**src/rtl/llc_pwr_pkg.sv**
```systemverilog
package llc_pwr_pkg;

    localparam int STATE_W   = 4;
    localparam int NUM_DOM   = 4;
    localparam int DOM_IDX_W = $clog2(NUM_DOM);
    localparam int SCOPE_W   = 2;

    typedef enum logic [1:0] {
        DP_OFF = 2'd0,
        DP_RET = 2'd1,
        DP_ON  = 2'd2
    } dpwr_e;

    // state code = {kind[1:0], mode[1:0]}
    localparam logic [1:0] KIND_RUN  = 2'd0;
    localparam logic [1:0] KIND_DRET = 2'd1;
    localparam logic [1:0] KIND_SRET = 2'd2;
    localparam logic [1:0] KIND_DOWN = 2'd3;
    localparam logic [1:0] MODE_NOC  = 2'd3;

    localparam logic [STATE_W-1:0] CODE_OFF = 4'hF;

    function automatic logic code_valid(input logic [STATE_W-1:0] c);
        return (c[3:2] == KIND_RUN) ||
               (((c[3:2] == KIND_DRET) || (c[3:2] == KIND_SRET)) && (c[1:0] != MODE_NOC)) ||
               (c == CODE_OFF);
    endfunction

    // Level of domain d (0 ctl, 1 sf, 2 lower ways, 3 upper ways) in state c.
    function automatic logic [1:0] dom_level(input logic [STATE_W-1:0] c, input int unsigned d);
        logic live;
        live = (int'(c[1:0]) + int'(d)) <= (NUM_DOM - 1);
        case (c[3:2])
            KIND_RUN:  return live ? DP_ON : DP_OFF;
            KIND_DRET: return (d == 0) ? DP_ON  : (live ? DP_RET : DP_OFF);
            KIND_SRET: return (d == 0) ? DP_OFF : (live ? DP_RET : DP_OFF);
            default:   return DP_OFF;
        endcase
    endfunction

endpackage

```
**src/rtl/llc_pwr_rules.sv**
```systemverilog
module llc_pwr_rules
    import llc_pwr_pkg::*;
#(
    parameter int NDOM = NUM_DOM
) (
    input  logic [STATE_W-1:0]      cur_i,
    input  logic [STATE_W-1:0]      tgt_i,
    output logic                    legal_o,
    output logic                    need_flush_o,
    output logic [SCOPE_W-1:0]      scope_o,
    output logic                    up_o,
    output logic [NDOM-1:0][1:0]    tgt_dom_o
);

    logic [1:0] ck, tk;
    logic [2:0] cm, tm;
    logic       step_down, step_up;
    logic [NDOM-1:0] rise;

    assign ck = cur_i[3:2];
    assign tk = tgt_i[3:2];
    assign cm = {1'b0, cur_i[1:0]};
    assign tm = {1'b0, tgt_i[1:0]};
    assign step_down = (tm == cm + 3'd1);
    assign step_up   = (cm == tm + 3'd1);

    always_comb begin
        legal_o = 1'b0;
        if (code_valid(tgt_i) && (tgt_i != cur_i)) begin
            unique case (ck)
                KIND_RUN: begin
                    unique case (tk)
                        KIND_RUN:            legal_o = step_down || step_up;
                        KIND_DRET, KIND_SRET: legal_o = (tm == cm);
                        default:             legal_o = (cm == 3'd3);
                    endcase
                end
                KIND_DRET, KIND_SRET: legal_o = (tk == KIND_RUN) && (tm == cm);
                default:              legal_o = (tk == KIND_RUN) && (tm == 3'd3);
            endcase
        end
    end

    assign need_flush_o = (ck == KIND_RUN) && (tk == KIND_RUN) && step_down;
    assign scope_o      = tgt_i[1:0] - 2'd1;

    for (genvar d = 0; d < NDOM; d++) begin : g_lvl
        logic [1:0] cur_lvl;
        assign cur_lvl      = dom_level(cur_i, d);
        assign tgt_dom_o[d] = dom_level(tgt_i, d);
        assign rise[d]      = tgt_dom_o[d] > cur_lvl;
    end

    assign up_o = |rise;

endmodule

```
**src/rtl/llc_pwr_domains.sv**
```systemverilog
module llc_pwr_domains
    import llc_pwr_pkg::*;
#(
    parameter  int NDOM = NUM_DOM,
    localparam int IW   = $clog2(NDOM)
) (
    input  logic                  clk,
    input  logic                  rst_n,
    input  logic                  step_en_i,
    input  logic [IW-1:0]         step_idx_i,
    input  logic [NDOM-1:0][1:0]  tgt_dom_i,
    output logic [NDOM-1:0][1:0]  dom_o
);

    logic [1:0] lvl_q [NDOM];

    for (genvar d = 0; d < NDOM; d++) begin : g_dom
        always_ff @(posedge clk) begin
            if (!rst_n) begin
                lvl_q[d] <= DP_OFF;
            end else if (step_en_i && (step_idx_i == IW'(d))) begin
                lvl_q[d] <= tgt_dom_i[d];
            end
        end
        assign dom_o[d] = lvl_q[d];
    end

    // a domain is on only while its predecessor in power-up order is on
    for (genvar d = 1; d < NDOM; d++) begin : g_ord
        assert_up_order_R9: assert property (@(posedge clk) disable iff (!rst_n)
            (lvl_q[d] == DP_ON) |-> (lvl_q[d-1] == DP_ON))
            else $error("domain %0d on while predecessor is not on", d);
    end

endmodule

```
**src/rtl/llc_pwr_seq.sv**
```systemverilog
module llc_pwr_seq
    import llc_pwr_pkg::*;
(
    input  logic               clk,
    input  logic               rst_n,
    input  logic               req_i,
    input  logic [3:0]         req_state_i,
    output logic               accept_o,
    output logic               deny_o,
    output logic [3:0]         cur_state_o,
    output logic               flush_start_o,
    output logic [1:0]         flush_scope_o,
    input  logic               flush_done_i,
    output logic [1:0]         pwr_ctl_o,
    output logic [1:0]         pwr_sf_o,
    output logic [1:0]         pwr_lo_o,
    output logic [1:0]         pwr_hi_o
);

    localparam int IW = DOM_IDX_W;

    typedef enum logic [2:0] {
        S_IDLE, S_DENY, S_FLUSH, S_FWAIT, S_STEP, S_ACK, S_HOLD
    } seq_e;

    seq_e                   seq_q, seq_d;
    logic [STATE_W-1:0]     cur_q, tgt_q, rule_tgt;
    logic [SCOPE_W-1:0]     scope_q, r_scope;
    logic                   up_q, r_up, r_legal, r_flush;
    logic [IW-1:0]          step_q, step_idx;
    logic                   flushed_q, last_step, step_en;
    logic [NUM_DOM-1:0][1:0] tgt_dom, dom_w;

    assign rule_tgt  = (seq_q == S_IDLE) ? req_state_i : tgt_q;
    assign last_step = (step_q == IW'(NUM_DOM - 1));

    llc_pwr_rules #(.NDOM(NUM_DOM)) rules_i (
        .cur_i        (cur_q),
        .tgt_i        (rule_tgt),
        .legal_o      (r_legal),
        .need_flush_o (r_flush),
        .scope_o      (r_scope),
        .up_o         (r_up),
        .tgt_dom_o    (tgt_dom)
    );

    assign step_en  = (seq_q == S_STEP);
    assign step_idx = up_q ? step_q : (IW'(NUM_DOM - 1) - step_q);

    llc_pwr_domains #(.NDOM(NUM_DOM)) doms_i (
        .clk        (clk),
        .rst_n      (rst_n),
        .step_en_i  (step_en),
        .step_idx_i (step_idx),
        .tgt_dom_i  (tgt_dom),
        .dom_o      (dom_w)
    );

    // next-state logic
    always_comb begin
        seq_d = seq_q;
        unique case (seq_q)
            S_IDLE: begin
                if (req_i) begin
                    if (!r_legal)     seq_d = S_DENY;
                    else if (r_flush) seq_d = S_FLUSH;
                    else              seq_d = S_STEP;
                end
            end
            S_FLUSH: seq_d = S_FWAIT;
            S_FWAIT: if (flush_done_i) seq_d = S_STEP;
            S_STEP:  if (last_step) seq_d = S_ACK;
            S_ACK:   seq_d = S_HOLD;
            S_DENY:  seq_d = S_HOLD;
            S_HOLD:  if (!req_i) seq_d = S_IDLE;
            default: seq_d = S_IDLE;
        endcase
    end

    // state and context registers
    always_ff @(posedge clk) begin
        if (!rst_n) begin
            seq_q     <= S_IDLE;
            cur_q     <= CODE_OFF;
            tgt_q     <= CODE_OFF;
            scope_q   <= '0;
            up_q      <= 1'b0;
            step_q    <= '0;
            flushed_q <= 1'b0;
        end else begin
            seq_q <= seq_d;
            if ((seq_q == S_IDLE) && req_i) begin
                tgt_q     <= req_state_i;
                scope_q   <= r_scope;
                up_q      <= r_up;
                step_q    <= '0;
                flushed_q <= 1'b0;
            end
            if ((seq_q == S_FWAIT) && flush_done_i) begin
                flushed_q <= 1'b1;
            end
            if (seq_q == S_STEP) begin
                step_q <= step_q + 1'b1;
                if (last_step) cur_q <= tgt_q;
            end
        end
    end

    // outputs
    always_comb begin
        accept_o      = (seq_q == S_ACK);
        deny_o        = (seq_q == S_DENY);
        flush_start_o = (seq_q == S_FLUSH);
        flush_scope_o = scope_q;
        cur_state_o   = cur_q;
        pwr_ctl_o     = dom_w[0];
        pwr_sf_o      = dom_w[1];
        pwr_lo_o      = dom_w[2];
        pwr_hi_o      = dom_w[3];
    end

    assert_resp_excl_R10: assert property (@(posedge clk) disable iff (!rst_n)
        !(accept_o && deny_o))
        else $error("accept and deny together");

    assert_deny_keeps_R10: assert property (@(posedge clk) disable iff (!rst_n)
        deny_o |-> ((cur_state_o == $past(cur_state_o)) && (dom_w == $past(dom_w))))
        else $error("deny changed state");

    assert_accept_pulse_R10: assert property (@(posedge clk) disable iff (!rst_n)
        accept_o |=> !accept_o)
        else $error("accept longer than one cycle");

    assert_flush_pulse_R7: assert property (@(posedge clk) disable iff (!rst_n)
        flush_start_o |=> !flush_start_o)
        else $error("flush start longer than one cycle");

    // a RAM domain drops from on to off only after flush completion
    for (genvar d = 1; d < NUM_DOM; d++) begin : g_fchk
        assert_flush_first_R8: assert property (@(posedge clk) disable iff (!rst_n)
            ((dom_w[d] == DP_OFF) && ($past(dom_w[d]) == DP_ON)) |-> flushed_q)
            else $error("domain %0d powered off without flush", d);
    end

endmodule

```
**config.mk**
```make
export PLATFORM = sky130hd
export DESIGN_NAME = llc_pwr_seq
export DESIGN_NICKNAME = d
export VERILOG_FILES = /design/src/rtl/llc_pwr_pkg.sv /design/src/rtl/llc_pwr_rules.sv /design/src/rtl/llc_pwr_domains.sv /design/src/rtl/llc_pwr_seq.sv
export SDC_FILE = /design/constraint.sdc
export NUM_CORES = 1
export LEC_CHECK = 0
export ABC_AREA = 1
export BUFFER_PORTS_ARGS = -buffer_cell sky130_fd_sc_hd__buf_4
export CAP_MARGIN = 20
export CORE_MARGIN = 10
export CORE_UTILIZATION = 55
export CTS_BUF_LIST = sky130_fd_sc_hd__clkbuf_8
export CTS_CLUSTER_DIAMETER = 60
export CTS_CLUSTER_SIZE = 8
export DETAILED_ROUTE_END_ITERATION = 12
export HOLD_SLACK_MARGIN = 0.06
export PLACE_DENSITY = 0.77
export REMOVE_ABC_BUFFERS = 1
export SYNTH_ARGS = -nofsm -noshare
export SYNTH_HDL_FRONTEND = slang
export SYNTH_HIERARCHICAL = 1
export SYNTH_SLANG_ARGS = --single-unit
```
**constraint.sdc**
```tcl
create_clock -name clk -period 2.6 [get_ports clk]
set_clock_uncertainty 0.1 [all_clocks]
set_input_delay 0 -clock clk [delete_from_list [all_inputs] [get_ports clk]]
set_output_delay 0 -clock clk [all_outputs]
set_load 0.05 [all_outputs]
```
==> results of run 1 <==
[where the power goes]
| group | internal (mW) | switching [mW] |
|---|---|---|
| combinational | 1.18 | 1.64 |
| sequential | 0.464 | 0.0617 |
| clock | 0.106 | 0.114 |
| total | 1.75 | 1.81 |
[worst paths after layout]
path	from	end	slack, ns	depth (start not counted)
worst min-delay path	req_i	seq_q[2]$_SDFFE_PN0P_	0.07	5
worst min register to register	step_q[1]$_SDFFE_PN0P_	step_q[1]$_SDFFE_PN0P_	0.41	2
worst max-delay path	seq_q[0]$_SDFFE_PN0P_	seq_q[2]$_SDFFE_PN0P_	0.10	21
worst max register to register	seq_q[0]$_SDFFE_PN0P_	seq_q[2]$_SDFFE_PN0P_	0.10	21
[metrics by stage]
stage          total power [mW]  instances  util (%)  hold WS [ns]
5_1_grt                    3.84        376      77.1         0.119
6_report                   3.56        376      77.1        0.0684
3_5_place_dp               2.61        356      66.9         0.190
2_1_floorplan              1.95        268         -       -0.0154
3_3_place_gp               2.57        356      66.9         0.193
4_1_cts                    2.88        370      71.4        0.0711
[area by class of cell]
cell class	instances	area [µm²]
clock inverter	1	3.75
timing repair buffer	58	464
clock buffer	3	41.3
fill	248	759
sequential	24	562
tap	46	57.6
multi-input combinational	196	1230
inverter	48	195
[timing repair]
item / CTS / global route
hold endpoints to repair: 17 / 0
hold buffers: 10 / 0
gates resized for setup: 1 / 44
pin swaps: 0 / 18
setup buffers: 0 / 7
gates cloned: 0 / 0
endpoints found under the setup margin: 1 / 4
[worst max-delay path, cell delays in order (launching register included)]
cell	delay [ns]
dfxtp_2	0.34
nor2_4	0.17
nand2_4	0.11
inv_6	0.09
nand2_2	0.07
nand2_4	0.09
inv_2	0.05
ha_4	0.27
inv_2	0.04
nand2_1	0.06
nand2_2	0.06
o21ai_2	0.12
nand2_1	0.09
nand2_1	0.07
nand2_1	0.08
nor2_2	0.12
inv_1	0.06
o21ai_1	0.11
nand2_1	0.06
nand2_1	0.08
nand2_1	0.05
a21oi_1	0.13
[routing by layer]
layer  up-vias  part of all wire, %  global-route usage [%]
li1        959                    -                       -
met1       880                   42                    15.4
met2        50                   52                    25.7
met3        10                  4.1                    3.19
met4         0                  1.6                    4.48
met5         -                    0                       0
[sequential cells by signal (all words and copies together), names as in the netlist]
register,flops
step_q,2
tgt_q,4
seq_q,3
up_q,1
doms_i/lvl_q,8
flush_scope_o,2
cur_state_o,4
[placed cells by master (no fill, tap or decap), types with 2 or more instances in the layout]
master and n:
a21oi_1 11, inv_2 9, nor2_1 35, xnor2_1 4, edfxtp_1 8, inv_4 4, buf_4 47, nor2_2 6
o21ai_0 6, nor2_4 4, nand3_2 2, ha_1 17, nand4_1 5, o21ai_1 7, nand2_2 15, inv_1 34
dlygate4sd3_1 10, dfxtp_1 15, clkbuf_8 3, ha_4 4, nand3_1 13, nand2_1 53, nand2_4 5
[cell families (layout without fill, tap and decap cells)]
logic type / count (synthesis) / in the layout / share of synthesized area [%]
xor+xnor: 4 / 4 / 1.88
compound gates: 25 / 25 / 6.90
other cells: 1 / 1 / 0.201
fa+ha+maj: 21 / 21 / 14.1
flops: 24 / 24 / 30.0
simple gates: 145 / 145 / 35.8
buf+inv: 52 / 110 / 11.2
==> results.cfg, run 1 <==
[place]
dpl_worst_slack_ns = 0.000435
place.gp.congestion = 0.893
dpl-instance-area_um2 = 2210
port_buffers = 24
place_hpwl_um = 3390

[logic_synthesis]
synth_edf_count = 8
netlist_instances = 272
synth_top_flop_cell = dfxtp_1
synth-seq-area-share_pct = 30.0
synth_seq_cells = 24
synth-async-reset-ratio_pct = 0
yosysTopAreaCell = dfxtp_1
syn_area_per_cell_um2 = 6.87
netlist.area_leader.share_pct = 17.1
yosys-top-cells-area = dfxtp_1 17%, ha_1 14%, edfxtp_1 13%, nand2_1 13%, inv_1 7.8%
synthTopCellsByCount = 64 x nand2_1, 39 x inv_1, 39 x nor2_1
yosysWarnings = 6
synth_cell_types = 29
synthesis.area_um2 = 1870
yosysMostFrequentCell = nand2_1

[grt]
grt_overflow = 0
grt_pass1_wl_um = 7260
grt_pass1_vias = 1734
grt_max_degree = 18
antenna_found_initial = 0
grt_usage_pct = 14.0

[drt]
drc = 0
viasPerCell = 5.05
wire_per_inst_um = 13.4
first_pass_iters = 4
wirelength_um = 5030
drtIter0Drc = 92
dr_total_vias = 1899
ant_nets = 0

[timing]
setup_slack_ns = 0.104
finalSetupViolCount = 0
min_period_ns = 2.50
slew_headroom_pct = 66.3
drv_slew = 0
clock.fmax_mhz = 401
fin_crit_sh_pct = 96.0
setup-tns-final_ns = 0
final_hold_viol_count = 0
tightest_slew_ns = 0.502

[clock_tree]
cts_num_sinks = 24
htree_levels = 1
cts_buffers = 3
clock_latency_ns = 0.27
cts_root_buf = clkbuf_8
cts_tree = yes
cts_max_path_buffers = 2
clk_pin_slew_ns = 0.08

[flow_run]
drv_cap = 0

[layout]
syn2layout_area_growth_pct = 36.6
finalNetCount = 360
drive_above_1_share_pct = 32.1
design_area_um2 = 2550
diodes = 0

[floorplan]
chipHeight_um = 78.3
rows = 21
die_w_um = 78.3
coreArea_um2 = 3310
dieArea_um2 = 6130
io_pins = 25
initial_utilization_pct = 56.4

[setup_path]
crit_required_ns = 2.70
critPathMaxFanout = 5
endpoint_kind = register
crit_type = reg -> reg
worstPathArrival_ns = 2.59
start_kind = register

[power_and_ir_drop]
p_leak_nw = 1.28
ir_worst_vdd_mv = 0.685
power_density_nw_per_um2 = 1400

[status]
status = finished, final reports clean

[worst_hold_path]
hold_path.class = in -> reg
Note: power is estimated with default switching activity, not from simulation.
==> run 2, diff against run 1 <==
--- a/config.mk
+++ b/config.mk
@@ -6,7 +6,7 @@
 export NUM_CORES = 1
 export LEC_CHECK = 0
 export ABC_AREA = 1
-export BUFFER_PORTS_ARGS = -buffer_cell sky130_fd_sc_hd__buf_4
+export BUFFER_PORTS_ARGS = -buffer_cell sky130_fd_sc_hd__buf_2
 export CAP_MARGIN = 20
 export CORE_MARGIN = 10
 export CORE_UTILIZATION = 55
==> results.cfg, run 2 (synthesis gave the netlist of run 1 again) <==
[clock_tree]
cts_num_sinks = 24
cts_max_path_buffers = 2
cts_tree = yes
clock_latency_ns = 0.27
cts_root_buf = clkbuf_8
htree_levels = 1
clk_pin_slew_ns = 0.09
cts_buffers = 3

[layout]
finalNetCount = 356
final_common_cell = nand2_1
regMostFlops = doms_i/lvl_q
largest_register_ffs = 8
drive_above_1_share_pct = 28.8
layout_common_cells = 59 x nand2_1, 37 x inv_1, 34 x nor2_1
fill_cells = 255
diodes = 0
syn2layout_area_growth_pct = 28.5

[floorplan]
io_pins = 25
coreArea_um2 = 3310
chipHeight_um = 78.3
die_w_um = 78.3
initial_utilization_pct = 56.4
dieArea_um2 = 6130
rows = 21

[drt]
wire_per_inst_um = 12.2
first_pass_iters = 4
wirelength_um = 4550
dr_total_vias = 1843
ant_nets = 0
drtIter0Drc = 92
drc = 0
viasPerCell = 4.95

[setup_path]
rrSetupSlack_ns = 0.16
start_kind = register
critPathMaxFanout = 6
r2r_start = seq_q[1]$_SDFFE_PN0P_
worstPathArrival_ns = 2.49
crit_type = reg -> reg
crit_required_ns = 2.65
cp-startpoint = seq_q[1]$_SDFFE_PN0P_
reg2reg_depth = 21
endpoint_kind = register

[timing]
setup-tns-final_ns = 0
fin_crit_sh_pct = 93.9
setup_slack_ns = 0.158
drv_slew = 0
min_period_ns = 2.44
rsz0062_at_grt = yes
final_hold_viol_count = 0
clock.fmax_mhz = 409
finalSetupViolCount = 0

[worst_hold_path]
hold_path.class = reg -> reg
hp-start = tgt_q[1]$_SDFFE_PN1P_
min_path_cells = 2

[place]
dpl_worst_slack_ns = -0.0398
place.gp.congestion = 0.903
place_hpwl_um = 3320
port_buffers = 24

[power_and_ir_drop]
internal_power_mw = 1.63
seqPwrFrac_pct = 16.3
ir_worst_vdd_mv = 0.923
power_density_nw_per_um2 = 1340
swShare_pct = 49.5
p_clk_share_pct = 10.3
power_switching_mw = 1.59
power_mw = 3.22
power.share.combinational_pct = 73.4
p_leak_nw = 1.24

[grt]
grt_pass1_wl_um = 7480
busiest_layer = met2
grt_usage_pct = 14.2
grt_util_met3_pct = 3.42
grt_pass1_vias = 1770
antenna_found_initial = 0
met1_usage_pct = 16.3
grt_overflow = 0
grt_max_degree = 18
grt_use_met2_pct = 25.0

[status]
status = finished, final reports clean

[flow_run]
drv_cap = 0
-- run 2: cell types whose count changed in the layout (fill, tap and decap cells not counted), sizes merged --
cell,delta
clkinv,-1
buf,-4
bufinv,+1
-- run 2: final cells by class --
type	instances	area, µm²	area share, %
clock buffers	3	41.3	1.72
clock inverters	1	30.0	1.25
inverters	48	185	7.71
well taps	46	57.6	2.40
multi-input cells	196	1150	47.8
flip-flops and latches	24	568	23.7
repair buffers	54	370	15.4
-- run 2: worst paths after layout --
| kind | to |
|---|---|
| max | seq_q[0]$_SDFFE_PN0P_ |
| max reg2reg | seq_q[0]$_SDFFE_PN0P_ |
| min reg2reg | cur_state_o[1]$_SDFFE_PN1P_ |
| min | cur_state_o[1]$_SDFFE_PN1P_ |
-- run 2: timing repair --
| item | 4_1_cts | 5_1_grt |
|---|---|---|
| endpoints found under the setup margin | 4 | 4 |
| gates resized for setup | 2 | 21 |
| pin swaps | 1 | 8 |
| endpoints found under the hold margin | 13 | 0 |
| hold buffers | 10 | 0 |
| buffers inserted | 1 | 5 |
-- run 2: per-stage QoR --
step | std cells | hold WS, ns | util (%) | cell area [µm²]
CTS | 367 | 0.397 | 69.7 | 2310
floorplan | 268 | -0.0154 | - | 1840
finish | 372 | 0.392 | 72.5 | 2400
detailed placement | 352 | 0.187 | 64.2 | 2120
global route | 372 | 0.423 | 72.5 | 2400
global placement | 352 | 0.191 | 64.2 | 2120
-- run 2: critical path: stages, from the launching register on --
cell and delay, ns:
dfxtp_4 0.36, nor2_4 0.13, nand2_4 0.10, inv_4 0.08, nand2_1 0.08, nand2_2 0.13
inv_2 0.07, ha_4 0.27, inv_1 0.05, nand2_1 0.06, nand2_2 0.06, o21ai_2 0.10
nand2_1 0.06, nand2_1 0.07, nand2_1 0.06, nor2_2 0.11, inv_1 0.07, buf_4 0.13
nand2_1 0.06, nand2_1 0.06, nand2_1 0.06, a21oi_1 0.05
-- run 2: power by group through the flow --
stage          logic [mW]  clock network, mW  registers (mW)
3_5_place_dp         1.99                  0           0.526
3_3_place_gp         1.96                  0           0.524
4_1_cts              2.06              0.341           0.518
5_1_grt              2.63              0.351           0.535
2_1_floorplan        1.34                  0           0.606
6_report             2.36              0.331           0.525
-- run 2: layer usage --
metal / routed length (µm) / vias to the layer above
li1: - / 950
met1: 1870 / 841
met2: 2370 / 44
met3: 269 / 8
met4: 49 / 0
met5: 0 / -
==> run 3, diff against run 2 <==
--- a/config.mk
+++ b/config.mk
@@ -8,6 +8,7 @@
 export ABC_AREA = 1
 export BUFFER_PORTS_ARGS = -buffer_cell sky130_fd_sc_hd__buf_2
 export CAP_MARGIN = 20
+export CORE_ASPECT_RATIO = 0.5
 export CORE_MARGIN = 10
 export CORE_UTILIZATION = 55
 export CTS_BUF_LIST = sky130_fd_sc_hd__clkbuf_8
==> results.cfg, run 3 (synthesis gave the netlist of run 1 again) <==
[status]
status = finished, final reports clean

[layout]
design_area_um2 = 2410
diodes = 0
layout_common_cells = 58 x nand2_1, 36 x nor2_1, 35 x inv_1
regMostFlops = doms_i/lvl_q
finalNetCount = 353
syn2layout_area_growth_pct = 28.8
final_common_cell = nand2_1
largest_register_ffs = 8
drive_above_1_share_pct = 29.7

[setup_path]
crit_required_ns = 2.70
r2r_start = seq_q[0]$_SDFFE_PN0P_
critPathMaxFanout = 5
start_kind = register
endpoint_kind = register
reg2reg_depth = 20
crit_type = reg -> reg
rrSetupSlack_ns = 0.04
cp-startpoint = seq_q[0]$_SDFFE_PN0P_
worstPathArrival_ns = 2.66
r2r_end = seq_q[1]$_SDFFE_PN0P_

[floorplan]
rows = 14
dieArea_um2 = 6270
coreArea_um2 = 3120
chipHeight_um = 61.2
initial_utilization_pct = 59.9
io_pins = 25
die_w_um = 102

[timing]
min_period_ns = 2.56
slew_headroom_pct = 63.7
tightest_slew_ns = 0.541
fin_crit_sh_pct = 98.3
finalSetupViolCount = 0
hold_ws_ns = 0.400
clock.fmax_mhz = 391
drv_slew = 0
final_hold_viol_count = 0
setup-tns-final_ns = 0

[grt]
grt_usage_pct = 14.2
antenna_found_initial = 0
grt_pass1_wl_um = 7160
grt_max_degree = 18
grt_overflow = 0
grt_pass1_vias = 1610

[drt]
wire_per_inst_um = 12.9
viasPerCell = 5.08
ant_nets = 0
dr_total_vias = 1845
drtIter0Drc = 148
drc = 0
wirelength_um = 4670
first_pass_iters = 4

[worst_hold_path]
min_path_cells = 2
hp-start = tgt_q[1]$_SDFFE_PN1P_
min_to = cur_state_o[1]$_SDFFE_PN1P_
hold_path.class = reg -> reg

[flow_run]
drv_cap = 0

[clock_tree]
cts_buffers = 3
cts_root_buf = clkbuf_8
htree_levels = 1
clk_pin_slew_ns = 0.08
cts_num_sinks = 24
clock_latency_ns = 0.26
cts_tree = yes
cts_max_path_buffers = 2

[power_and_ir_drop]
power_mw = 3.21
p_leak_nw = 1.23
power_density_nw_per_um2 = 1330
ir_worst_vdd_mv = 1.01

[place]
port_buffers = 24
place.gp.congestion = 0.905
place_hpwl_um = 3370
dpl-instance-area_um2 = 2080
==> run 3: cell count changes in the layout (fill, tap and decap cells not counted), moves of 2 or more <==
cell	change
buf_4	-5
dfxtp_4	-2
inv_1	-2
inv_2	+2
nand2_2	-3
nand2_4	+4
nor2_1	+2
o21ai_2	+2
==> run 3: layout make-up <==
cell class / count / area [µm²]
Multi-Input combinational cell: 196 / 1200
Inverter: 48 / 190
Clock inverter: 1 / 3.75
Clock buffer: 3 / 41.3
Sequential cell: 24 / 562
Tap cell: 40 / 50.0
Fill cell: 217 / 712
Timing Repair Buffer: 51 / 363
==> run 3: power breakdown <==
part / internal (mW) / total, mW / leakage [nW] / switching, mW
clock network: 0.106 / 0.223 / 0.0269 / 0.117
logic: 0.975 / 2.47 / 0.989 / 1.49
registers: 0.463 / 0.519 / 0.215 / 0.0552
==> run 3: metal layers <==
metal | up-vias | wire (µm) | GRT usage (%)
met5 | - | 0 | 0
met4 | 0 | 34 | 1.79
met3 | 6 | 265 | 4.13
met2 | 52 | 2220 | 25.5
met1 | 840 | 2150 | 17.1
li1 | 947 | - | -
==> run 3: how the worst max path moves through the flow <==
| stage | endpoint | slack, ns | cells after the start |
|---|---|---|---|
| after global routing | seq_q[1]$_SDFFE_PN0P_ | -0.08 | 20 |
| after global placement | up_q$_SDFFE_PN0P_ | 0.02 | 18 |
| after detailed placement | up_q$_SDFFE_PN0P_ | -0.04 | 18 |
| after CTS | up_q$_SDFFE_PN0P_ | 0.008 | 18 |
| final | seq_q[1]$_SDFFE_PN0P_ | 0.04 | 20 |
| after floorplan | up_q$_SDFFE_PN0P_ | 0.23 | 16 |
==> run 3: what timing repair did <==
action                                  4_1_cts  5_1_grt
hold buffers                                 11        0
pin swaps                                     0       13
endpoints found under the setup margin        3        4
setup buffers                                 0        7
hold endpoints to repair                     14        0
gates resized for setup                       3       31
==> run 3: critical path, stage by stage (launching register included) <==
cell	delay [ns]
dfxtp_2	0.35
nor2_4	0.14
nand2_4	0.11
inv_6	0.09
nand2_4	0.06
nand2_4	0.08
inv_2	0.06
ha_4	0.27
inv_2	0.04
nand2_1	0.09
nand2_2	0.07
o21ai_2	0.10
nand2_1	0.08
nand2_1	0.07
nand2_1	0.06
nor2_2	0.14
nand2_1	0.08
nand3b_1	0.20
nand3_1	0.11
nand2_1	0.07
a21oi_2	0.13
==> run 3: through the flow <==
step / std cells / setup WS (ns) / utilization [%]
floorplan: 268 / 0.229 / -
global placement: 341 / 0.0186 / 66.7
detailed placement: 341 / -0.0392 / 66.7
CTS: 356 / 0.00819 / 71.8
global route: 363 / -0.0803 / 77.2
finish: 363 / 0.0446 / 77.2
